**src/rtl/anode_pwm_pkg.sv**
```systemverilog
package anode_pwm_pkg;
   typedef logic [1:0] drive_t;
   localparam drive_t DRV_HIZ = 2'b00;
   localparam drive_t DRV_LOW = 2'b01;
   localparam drive_t DRV_ON  = 2'b10;
endpackage

```
**src/rtl/pwm_period_counter.sv**
```systemverilog
module pwm_period_counter #(
   parameter int CNT_BITS    = 4,
   parameter int SYNC_STAGES = 2
) (
   input  logic                clk,
   input  logic                rst_n,
   input  logic                pulse_clk,
   input  logic                line_clr,
   output logic [CNT_BITS-1:0] count
);
   localparam logic [CNT_BITS-1:0] CNT_MAX = {CNT_BITS{1'b1}};

   if (CNT_BITS < 1) begin : g_bad_width
      $error("pwm_period_counter: CNT_BITS must be at least 1");
   end
   if (SYNC_STAGES < 0 || SYNC_STAGES > 4) begin : g_bad_sync
      $error("pwm_period_counter: SYNC_STAGES must be 0 to 4");
   end

   logic pclk_s;
   logic pclk_prev;
   logic step;

   if (SYNC_STAGES == 0) begin : g_direct
      assign pclk_s = pulse_clk;
   end else begin : g_sync
      logic [SYNC_STAGES-1:0] chain;
      always_ff @(posedge clk) begin
         if (!rst_n) chain <= '0;
         else        chain <= {chain[SYNC_STAGES-2+1-1:0], pulse_clk} >> 0;
      end
      assign pclk_s = chain[SYNC_STAGES-1];
   end

   always_ff @(posedge clk) begin
      if (!rst_n) pclk_prev <= 1'b0;
      else        pclk_prev <= pclk_s;
   end
   assign step = pclk_s & ~pclk_prev;

   always_ff @(posedge clk) begin
      if (!rst_n)                      count <= '0;
      else if (line_clr)               count <= '0;
      else if (step && count != CNT_MAX) count <= count + 1'b1;
   end

   assert_line_clears_R2: assert property (@(posedge clk) disable iff (!rst_n)
      line_clr |=> (count == '0));
   assert_saturates_R1: assert property (@(posedge clk) disable iff (!rst_n)
      (count == CNT_MAX && !line_clr) |=> (count == CNT_MAX));
   assert_single_step_R1: assert property (@(posedge clk) disable iff (!rst_n)
      (!line_clr && count != CNT_MAX) |=> (count == $past(count) || count == $past(count) + 1'b1));
endmodule

```
**src/rtl/anode_channel_slot.sv**
```systemverilog
module anode_channel_slot
   import anode_pwm_pkg::*;
#(
   parameter int PW_BITS  = 4,
   parameter int CUR_BITS = 2
) (
   input  logic                clk,
   input  logic                rst_n,
   input  logic [PW_BITS-1:0]  count,
   input  logic [PW_BITS-1:0]  pw_code,
   input  logic [CUR_BITS-1:0] cur_code,
   input  logic                line_act,
   input  logic                hz_en,
   input  logic                force_on,
   input  logic                force_low,
   input  logic                off_hiz,
   input  logic                zero_hiz,
   output drive_t              drive
);
   logic   in_window;
   logic   pw_zero;
   drive_t off_state;

   assign pw_zero   = (pw_code == '0);
   assign in_window = (count < pw_code) && (cur_code != '0) && !line_act;

   always_comb begin
      if (pw_zero) off_state = zero_hiz ? DRV_HIZ : DRV_LOW;
      else         off_state = off_hiz  ? DRV_HIZ : DRV_LOW;
   end

   always_comb begin
      if (!rst_n)         drive = DRV_HIZ;
      else if (!hz_en)    drive = DRV_HIZ;
      else if (force_on)  drive = DRV_ON;
      else if (force_low) drive = DRV_LOW;
      else if (in_window) drive = DRV_ON;
      else                drive = off_state;
   end

   assert_legal_code_R12: assert property (@(posedge clk) disable iff (!rst_n)
      drive != 2'b11);
   assert_gate_hiz_R7: assert property (@(posedge clk) disable iff (!rst_n)
      !hz_en |-> drive == DRV_HIZ);
   assert_zero_never_on_R3: assert property (@(posedge clk) disable iff (!rst_n)
      (pw_zero && !force_on) |-> drive != DRV_ON);
   assert_line_off_R2: assert property (@(posedge clk) disable iff (!rst_n)
      (line_act && !force_on) |-> drive != DRV_ON);
endmodule

```
**src/rtl/strobe_guard.sv**
```systemverilog
module strobe_guard (
   input  logic clk,
   input  logic rst_n,
   input  logic strobe,
   input  logic hz_en,
   input  logic force_low,
   output logic err
);
   logic strobe_q;

   always_ff @(posedge clk) begin
      if (!rst_n) begin
         strobe_q <= 1'b0;
         err      <= 1'b0;
      end else begin
         strobe_q <= strobe;
         err      <= strobe & ~strobe_q & (hz_en ^ force_low);
      end
   end

   assert_flag_on_bad_rise_R11: assert property (@(posedge clk) disable iff (!rst_n)
      (strobe && !strobe_q && (hz_en != force_low)) |=> err);
   assert_flag_one_cycle_R11: assert property (@(posedge clk) disable iff (!rst_n)
      err |=> !err);
endmodule

```
**src/rtl/anode_pwm_ctrl.sv**
```systemverilog
module anode_pwm_ctrl
   import anode_pwm_pkg::*;
#(
   parameter int NUM_CH      = 128,
   parameter int PW_BITS     = 4,
   parameter int CUR_BITS    = 2,
   parameter int SYNC_STAGES = 2
) (
   input  logic                         clk,
   input  logic                         rst_n,
   input  logic                         pulse_clk,
   input  logic                         line_pulse,
   input  logic                         hz_en,
   input  logic                         force_on,
   input  logic                         force_low,
   input  logic                         off_hiz,
   input  logic                         zero_hiz,
   input  logic                         strobe,
   input  logic [NUM_CH*PW_BITS-1:0]    pw_codes,
   input  logic [NUM_CH*CUR_BITS-1:0]   cur_codes,
   output logic [NUM_CH*2-1:0]          drive_o,
   output logic                         strobe_err
);
   localparam int DRV_W = 2;

   if (NUM_CH < 1) begin : g_bad_ch
      $error("anode_pwm_ctrl: NUM_CH must be at least 1");
   end
   if (CUR_BITS < 1) begin : g_bad_cur
      $error("anode_pwm_ctrl: CUR_BITS must be at least 1");
   end

   logic [PW_BITS-1:0] count;

   pwm_period_counter #(
      .CNT_BITS   (PW_BITS),
      .SYNC_STAGES(SYNC_STAGES)
   ) u_counter (
      .clk      (clk),
      .rst_n    (rst_n),
      .pulse_clk(pulse_clk),
      .line_clr (line_pulse),
      .count    (count)
   );

   for (genvar ch = 0; ch < NUM_CH; ch++) begin : g_ch
      drive_t slot_drive;
      anode_channel_slot #(
         .PW_BITS (PW_BITS),
         .CUR_BITS(CUR_BITS)
      ) u_slot (
         .clk      (clk),
         .rst_n    (rst_n),
         .count    (count),
         .pw_code  (pw_codes[ch*PW_BITS +: PW_BITS]),
         .cur_code (cur_codes[ch*CUR_BITS +: CUR_BITS]),
         .line_act (line_pulse),
         .hz_en    (hz_en),
         .force_on (force_on),
         .force_low(force_low),
         .off_hiz  (off_hiz),
         .zero_hiz (zero_hiz),
         .drive    (slot_drive)
      );
      assign drive_o[ch*DRV_W +: DRV_W] = slot_drive;
   end

   strobe_guard u_guard (
      .clk      (clk),
      .rst_n    (rst_n),
      .strobe   (strobe),
      .hz_en    (hz_en),
      .force_low(force_low),
      .err      (strobe_err)
   );

   always_comb begin
      if (rst_n === 1'b0) begin
         assert_reset_hiz_R10: assert (drive_o == '0);
      end
   end

   assert_force_low_R9: assert property (@(posedge clk) disable iff (!rst_n)
      (hz_en && !force_on && force_low) |-> (drive_o == {NUM_CH{DRV_LOW}}));
   assert_force_on_R8: assert property (@(posedge clk) disable iff (!rst_n)
      (hz_en && force_on) |-> (drive_o == {NUM_CH{DRV_ON}}));
endmodule

```
**config.mk**
```make
export PLATFORM = sky130hd
export DESIGN_NAME = anode_pwm_ctrl
export DESIGN_NICKNAME = d
export VERILOG_FILES = /design/src/rtl/anode_pwm_pkg.sv /design/src/rtl/pwm_period_counter.sv /design/src/rtl/anode_channel_slot.sv /design/src/rtl/strobe_guard.sv /design/src/rtl/anode_pwm_ctrl.sv
export SDC_FILE = /design/constraint.sdc
export NUM_CORES = 1
export LEC_CHECK = 0
export BUFFER_PORTS_ARGS = -buffer_cell sky130_fd_sc_hd__buf_2
export CAP_MARGIN = 30
export CORE_AREA = 2 2 402 404
export DETAILED_ROUTE_END_ITERATION = 7
export DIE_AREA = 0 0 404 406
export PLACE_DENSITY = 0.36
export SYNTH_ARGS = -nofsm -noshare
export SYNTH_HDL_FRONTEND = slang
export SYNTH_SLANG_ARGS = --single-unit
```
**constraint.sdc**
```tcl
create_clock -name clk -period 4.8 [get_ports clk]
set_input_delay 0.48 -clock clk [delete_from_list [all_inputs] [get_ports clk]]
set_output_delay 0.48 -clock clk [all_outputs]
set_load 0.1 [all_outputs]
```
==> run_results.csv, run 1 <==
group,metric,value,unit
timing,holdWs,387,ps
setup_path,cp-start-kind,"flip-flop",
floorplan,die_area,164000,µm²
setup_path,crit_chain,"buf_4 -> ha_1 -> a21oi_1 -> o21ai_1 -> a211oi_1 -> a21o_1 -> buf_2",
clocking,cts_max_path_buffers,2,
synth,yosysTopAreaCellShare,31.9,%
cells_and_area,final_core_util,15.0,%
setup_path,crit_family,"compound AO/OA/AOI/OAI gates",
timing,post-route-period-util,79.1,%
setup_path,end_kind,"primary output",
drt,wl,128,mm
floorplan,rows,147,
drt,route.detailed.drc,0,
clocking,cts_root_buffer,"clkbuf_16",
timing,grt_setup_unrepaired,"false",
place,gp_congestion,0.953,
cells_and_area,fill_cells,18600,
floorplan,die_x,404,µm
synth,ys_warn_count,0,
worst_hold_path,hold_end,"u_guard.err",
clocking,cts_tree,"done",
place,dpl.cell_count,5283,
setup_path,crit_slowest_cell,"a211oi_1",
pwr,intPower,0.793,mW
clocking,cts.sinks,9,
floorplan,start_util,9.47,%
synth,synthTopCellsByArea,"ha_1 (32%), a211oi_1 (13%), inv_1 (9.5%)",
pwr,p_sw_share,67.1,%
place,io_buffers,1034,
floorplan,boundaryPins,1035,
clocking,holdBufCountCts,0,
synth,yosys.area.top_type,"ha_1",
setup_path,ff2ff_setup_slack,3050,ps
synth,avgSynthCellArea,6.92,µm²
clocking,post_cts_buffers,0,
setup_path,max_stage_delay,860,ps
setup_path,reg2reg_depth,5,
synth,syn_inst,2185,
job,max-cap-violations,0,
synth,syn_area,15100,µm²
global_routing,first_global_vias,20300,
worst_hold_path,hold_depth,1,
global_routing,overflow,0,
setup_path,worstSetupStartpoint,"u_counter.count[2]",
synth,syn_nets,3348,
setup_path,required,4320,ps
timing,fin_crit,3790,ps
floorplan,die_h,406,µm
pwr,power.total,2.41,mW
synth,ys.flop_type,"dfxtp_1",
setup_path,regToRegEndpoint,"u_counter.count[0]",
place,hpwl,113,mm
timing,timing.fmax,0.264,GHz
cells_and_area,layout-drive-gt1-share,39.0,%
drt,ant_nets,0,
cells_and_area,syn2layout_area_growth,58.7,%
global_routing,grt_max_degree,68,
drt,wire_per_inst,24.2,µm
setup_path,cp_max_fo,28,
clocking,path_clk_slew,40,ps
synth,ys_seq_elements,9,
global_routing,gr-usage-all-layers,14.8,%
cells_and_area,final_cells,5305,
pwr,switchingPower,1.62,mW
pwr,seqPwrFrac,3.2,%
drt,drtIter0Drc,969,
synth,synth_cell_types,26,
pwr,p_comb_share,90.5,%
worst_hold_path,hp-start,"u_guard.strobe_q",
pwr,leakagePower,13.8,nW
global_routing,antenna_found_initial,110,
timing,slew_headroom,31.1,%
synth,async_flop_share,0,%
setup_path,crit_type,"reg -> out",
timing,setup_viol,0,
clocking,numCtsBuffers,3,
drt,viasPerCell,3.89,
synth,synth_seq_area_share,1.19,%
status,status,"complete, no violations",
clocking,htreeDepth,1,
clocking,clk_latency,240,ps
place,dpl-instance-area,23900,µm²
setup_path,crit_buf_inv,2,
global_routing,grt_pass1_wl,169,mm
timing,skew,5.46,ps
worst_hold_path,min_path_type,"reg -> reg",
cells_and_area,nets,4365,
floorplan,coreArea,160000,µm²
pwr,ir_worst_vdd,0.0000691,V
synth,synth_common_cells,"ha_1 (385), inv_1 (384), a211oi_1 (256)",
setup_path,cp.arrival,3310,ps
setup_path,r2r-start,"u_counter.count[2]",
clocking,ctsResizeCount,0,
synth,synth_edf_count,0,
pwr,cellPowerDensity,100,nW/µm²
drt,vias,20700,
pwr,power_frac_clock,6.3,%
timing,report.final.slew_viol_count,0,
timing,hold_viol,0,
synth,yosysMostFrequentCell,"ha_1",
drt,drtPass1Iterations,5,
cells_and_area,fin_area,24000,µm²
timing,worst_pin_slew,1020,ps
==> metrics by stage <==
step | setup slack (ps) | setup TNS [ps]
after CTS | 838 | 0
after detailed placement | 1110 | 0
final | 1010 | 0
after floorplan | -74.3 | -74.3
after global placement | 1120 | 0
after global routing | 827 | 0
==> registers in the layout (all words and copies together) (netlist names) <==
register / count
u_counter.pclk_prev: 1
u_guard.err: 1
u_counter.count: 4
u_guard.strobe_q: 1
u_counter.g_sync.chain: 2
==> power groups by stage <==
stage                     logic, mW  registers (mW)  clock network, mW
final                          2.18          0.0769              0.152
after global routing           2.33          0.0771              0.160
after CTS                      2.21          0.0770              0.155
after detailed placement       2.20          0.0782                  0
after global placement         2.18          0.0830                  0
after floorplan                1.35          0.0822                  0
==> worst max-delay path by stage <==
stage,slack [ps],end,depth (start not counted)
after floorplan,-70,drive_o[14],5
after global placement,1120,drive_o[19],8
after detailed placement,1110,drive_o[19],8
after CTS,840,drive_o[19],8
after global routing,830,drive_o[19],8
final,1010,drive_o[43],7
==> logic make-up after synthesis <==
group	synth area share, %
adder cells (fa/ha/maj)	31.9
flip-flops	1.19
XOR/XNOR	0.174
buffers and inverters	12.9
multiplexers	8.47
AND/OR/NAND/NOR	17.8
AO/OA/AOI/OAI	27.6
==> cell usage in the layout (no fill, tap or decap), drive strengths merged <==
| cell type | n |
|---|---|
| and4b | 1 |
| a21o | 128 |
| mux2i | 128 |
| inv | 384 |
| o21ai | 128 |
| nor2 | 132 |
| dfxtp | 9 |
| xor2 | 3 |
| nand3 | 3 |
| and3 | 3 |
| a21oi | 130 |
| diode | 18 |
| nor4 | 128 |
| nor2b | 129 |
| ha | 385 |
| a211oi | 256 |
| nor3 | 1 |
| clkbuf | 4 |
| buf | 1110 |
| and2 | 4 |
| nand3b | 1 |
| nand2 | 131 |
| nand2b | 3 |
==> layer usage <==
layer,GRT usage (%),vias to the layer above,part of all wire [%]
li1,-,9864,-
met1,17.6,9712,41
met2,27.9,823,51
met3,2.22,240,5.0
met4,2.87,20,3.0
met5,0,-,0.098
==> layout make-up <==
class / count / area (µm²) / area share [%]
clock buffer: 4 / 78.8 / 0.329
sequential: 9 / 195 / 0.814
multi-input combinational: 1694 / 13700 / 56.9
inverter: 384 / 1440 / 6.01
tap: 2086 / 2610 / 10.9
antenna: 18 / 45.0 / 0.188
timing repair buffer: 1110 / 5960 / 24.8
Note: power is estimated with default switching activity, not from simulation.
==> run 2, diff against run 1 <==
Clock period 4.8 ns to 3.79 ns, I/O delays scaled along.
==> run_results.csv, run 2 (synthesis results as in run 1) <==
group,metric,value,unit
status,status,"complete, no violations",
timing,grt_setup_unrepaired,"false",
job,max-cap-violations,0,
cells_and_area,final_core_util,15.0,%
timing,slew_headroom,33.8,%
timing,setup_viol,0,
clocking,cts_root_buffer,"clkbuf_16",
place,hpwl,96.0,mm
cells_and_area,top_register,"u_counter.count",
global_routing,grt_max_degree,65,
pwr,leakagePower,13.7,nW
setup_path,worstSetupStartpoint,"u_counter.count[2]",
cells_and_area,fill_cells,18600,
timing,holdWs,365,ps
cells_and_area,final_cell_mix,"buf_2 (1027), ha_1 (385), inv_1 (384)",
timing,timing.fmax,0.295,GHz
clocking,cts_tree,"done",
drt,vias,20300,
floorplan,die_area,164000,µm²
worst_hold_path,min_path_type,"in -> reg",
timing,hold_viol,0,
clocking,holdBufCountCts,0,
global_routing,grt_pass1_wl,150,mm
clocking,clk_latency,240,ps
cells_and_area,largest_reg_flops,4,
setup_path,crit_type,"reg -> out",
global_routing,gr-usage-all-layers,12.7,%
cells_and_area,syn2layout_area_growth,58.4,%
worst_hold_path,hold_depth,2,
drt,drtIter0Drc,1007,
timing,post-route-period-util,89.6,%
setup_path,end_kind,"primary output",
global_routing,overflow,0,
worst_hold_path,hp-start,"pulse_clk",
clocking,cts.sinks,9,
drt,ant_nets,0,
timing,fin_crit,3390,ps
cells_and_area,layout-drive-gt1-share,38.7,%
floorplan,rows,147,
floorplan,die_h,406,µm
clocking,path_clk_slew,40,ps
floorplan,boundaryPins,1035,
setup_path,cp-start-kind,"flip-flop",
clocking,ctsResizeCount,0,
global_routing,antenna_found_initial,69,
cells_and_area,largestRegisters,"u_counter.count: 4 flops, u_counter.g_sync.chain: 2 flops",
drt,wl,111,mm
place,dpl-instance-area,23800,µm²
place,io_buffers,1034,
setup_path,r2r-start,"u_counter.count[0]",
timing,final.setup.tns,0,ps
cells_and_area,fin_area,24000,µm²
pwr,ir_worst_vdd,0.000106,V
cells_and_area,nets,4345,
drt,drtPass1Iterations,5,
timing,worst_pin_slew,987,ps
drt,route.detailed.drc,0,
place,place_ws,672,ps
floorplan,coreArea,160000,µm²
cells_and_area,layout_commonest_cell,"buf_2",
drt,wire_per_inst,20.9,µm
pwr,cellPowerDensity,126,nW/µm²
clocking,post_cts_buffers,0,
clocking,cts_max_path_buffers,2,
setup_path,cp_max_fo,33,
clocking,numCtsBuffers,3,
timing,skew,3.71,ps
floorplan,die_x,404,µm
setup_path,reg2reg_depth,6,
timing,timing.final.ws_setup,396,ps
drt,viasPerCell,3.84,
setup_path,required,3410,ps
place,gp_congestion,0.884,
setup_path,cp.arrival,3020,ps
clocking,htreeDepth,1,
floorplan,start_util,9.47,%
global_routing,first_global_vias,20500,
timing,report.final.slew_viol_count,0,
-- run 2: changes by cell type in the layout (fill, tap and decap cells not counted), sizes merged --
| cell | before | now |
|---|---|---|
| diode | 18 | 20 |
| buf | 1110 | 1090 |
-- run 2: final cells by class --
class	count	area [µm²]	share of cell area, %
Sequential cell	9	195	0.815
Clock buffer	4	78.8	0.329
Antenna cell	20	50.0	0.209
Inverter	384	1440	6.02
Tap cell	2086	2610	10.9
Timing Repair Buffer	1090	5910	24.7
Multi-Input combinational cell	1694	13700	57.1
-- run 2: path summary, 6_finish.rpt --
kind	to	slack [ps]
worst max-delay path	drive_o[27]	400
worst min-delay path	u_counter.g_sync.chain[0]	360
worst max register to register	u_counter.count[1]	2090
worst min register to register	u_guard.err	390
-- run 2: metrics by stage --
stage / total power [mW] / cells
after floorplan: 1.82 / 2185
final: 3.02 / 5287
after CTS: 3.05 / 5267
after detailed placement: 2.84 / 5263
after global routing: 3.21 / 5275
after global placement: 2.84 / 5263
-- run 2: where the power goes --
part	total (mW)	switching [mW]	internal [mW]
Clock	0.191	0.0500	0.141
Combinational	2.73	1.96	0.773
Sequential	0.0983	0.00322	0.0951
-- run 2: layer usage --
metal  up-vias  share of wire (%)  global-route usage [%]
met3       136                7.3                    2.93
met4        24                1.8                    2.02
met1      9570                 41                    15.4
li1       9819                  -                       -
met5         -               0.13                       0
met2       762                 50                    22.9
-- run 2: critical path, cell delays in order, from the launching register on --
cell and delay, ps:
dfxtp_4 470, buf_12 230, ha_1 310, a21oi_1 110, o21ai_0 100, a211oi_1 840, a21o_1 210, buf_2 420
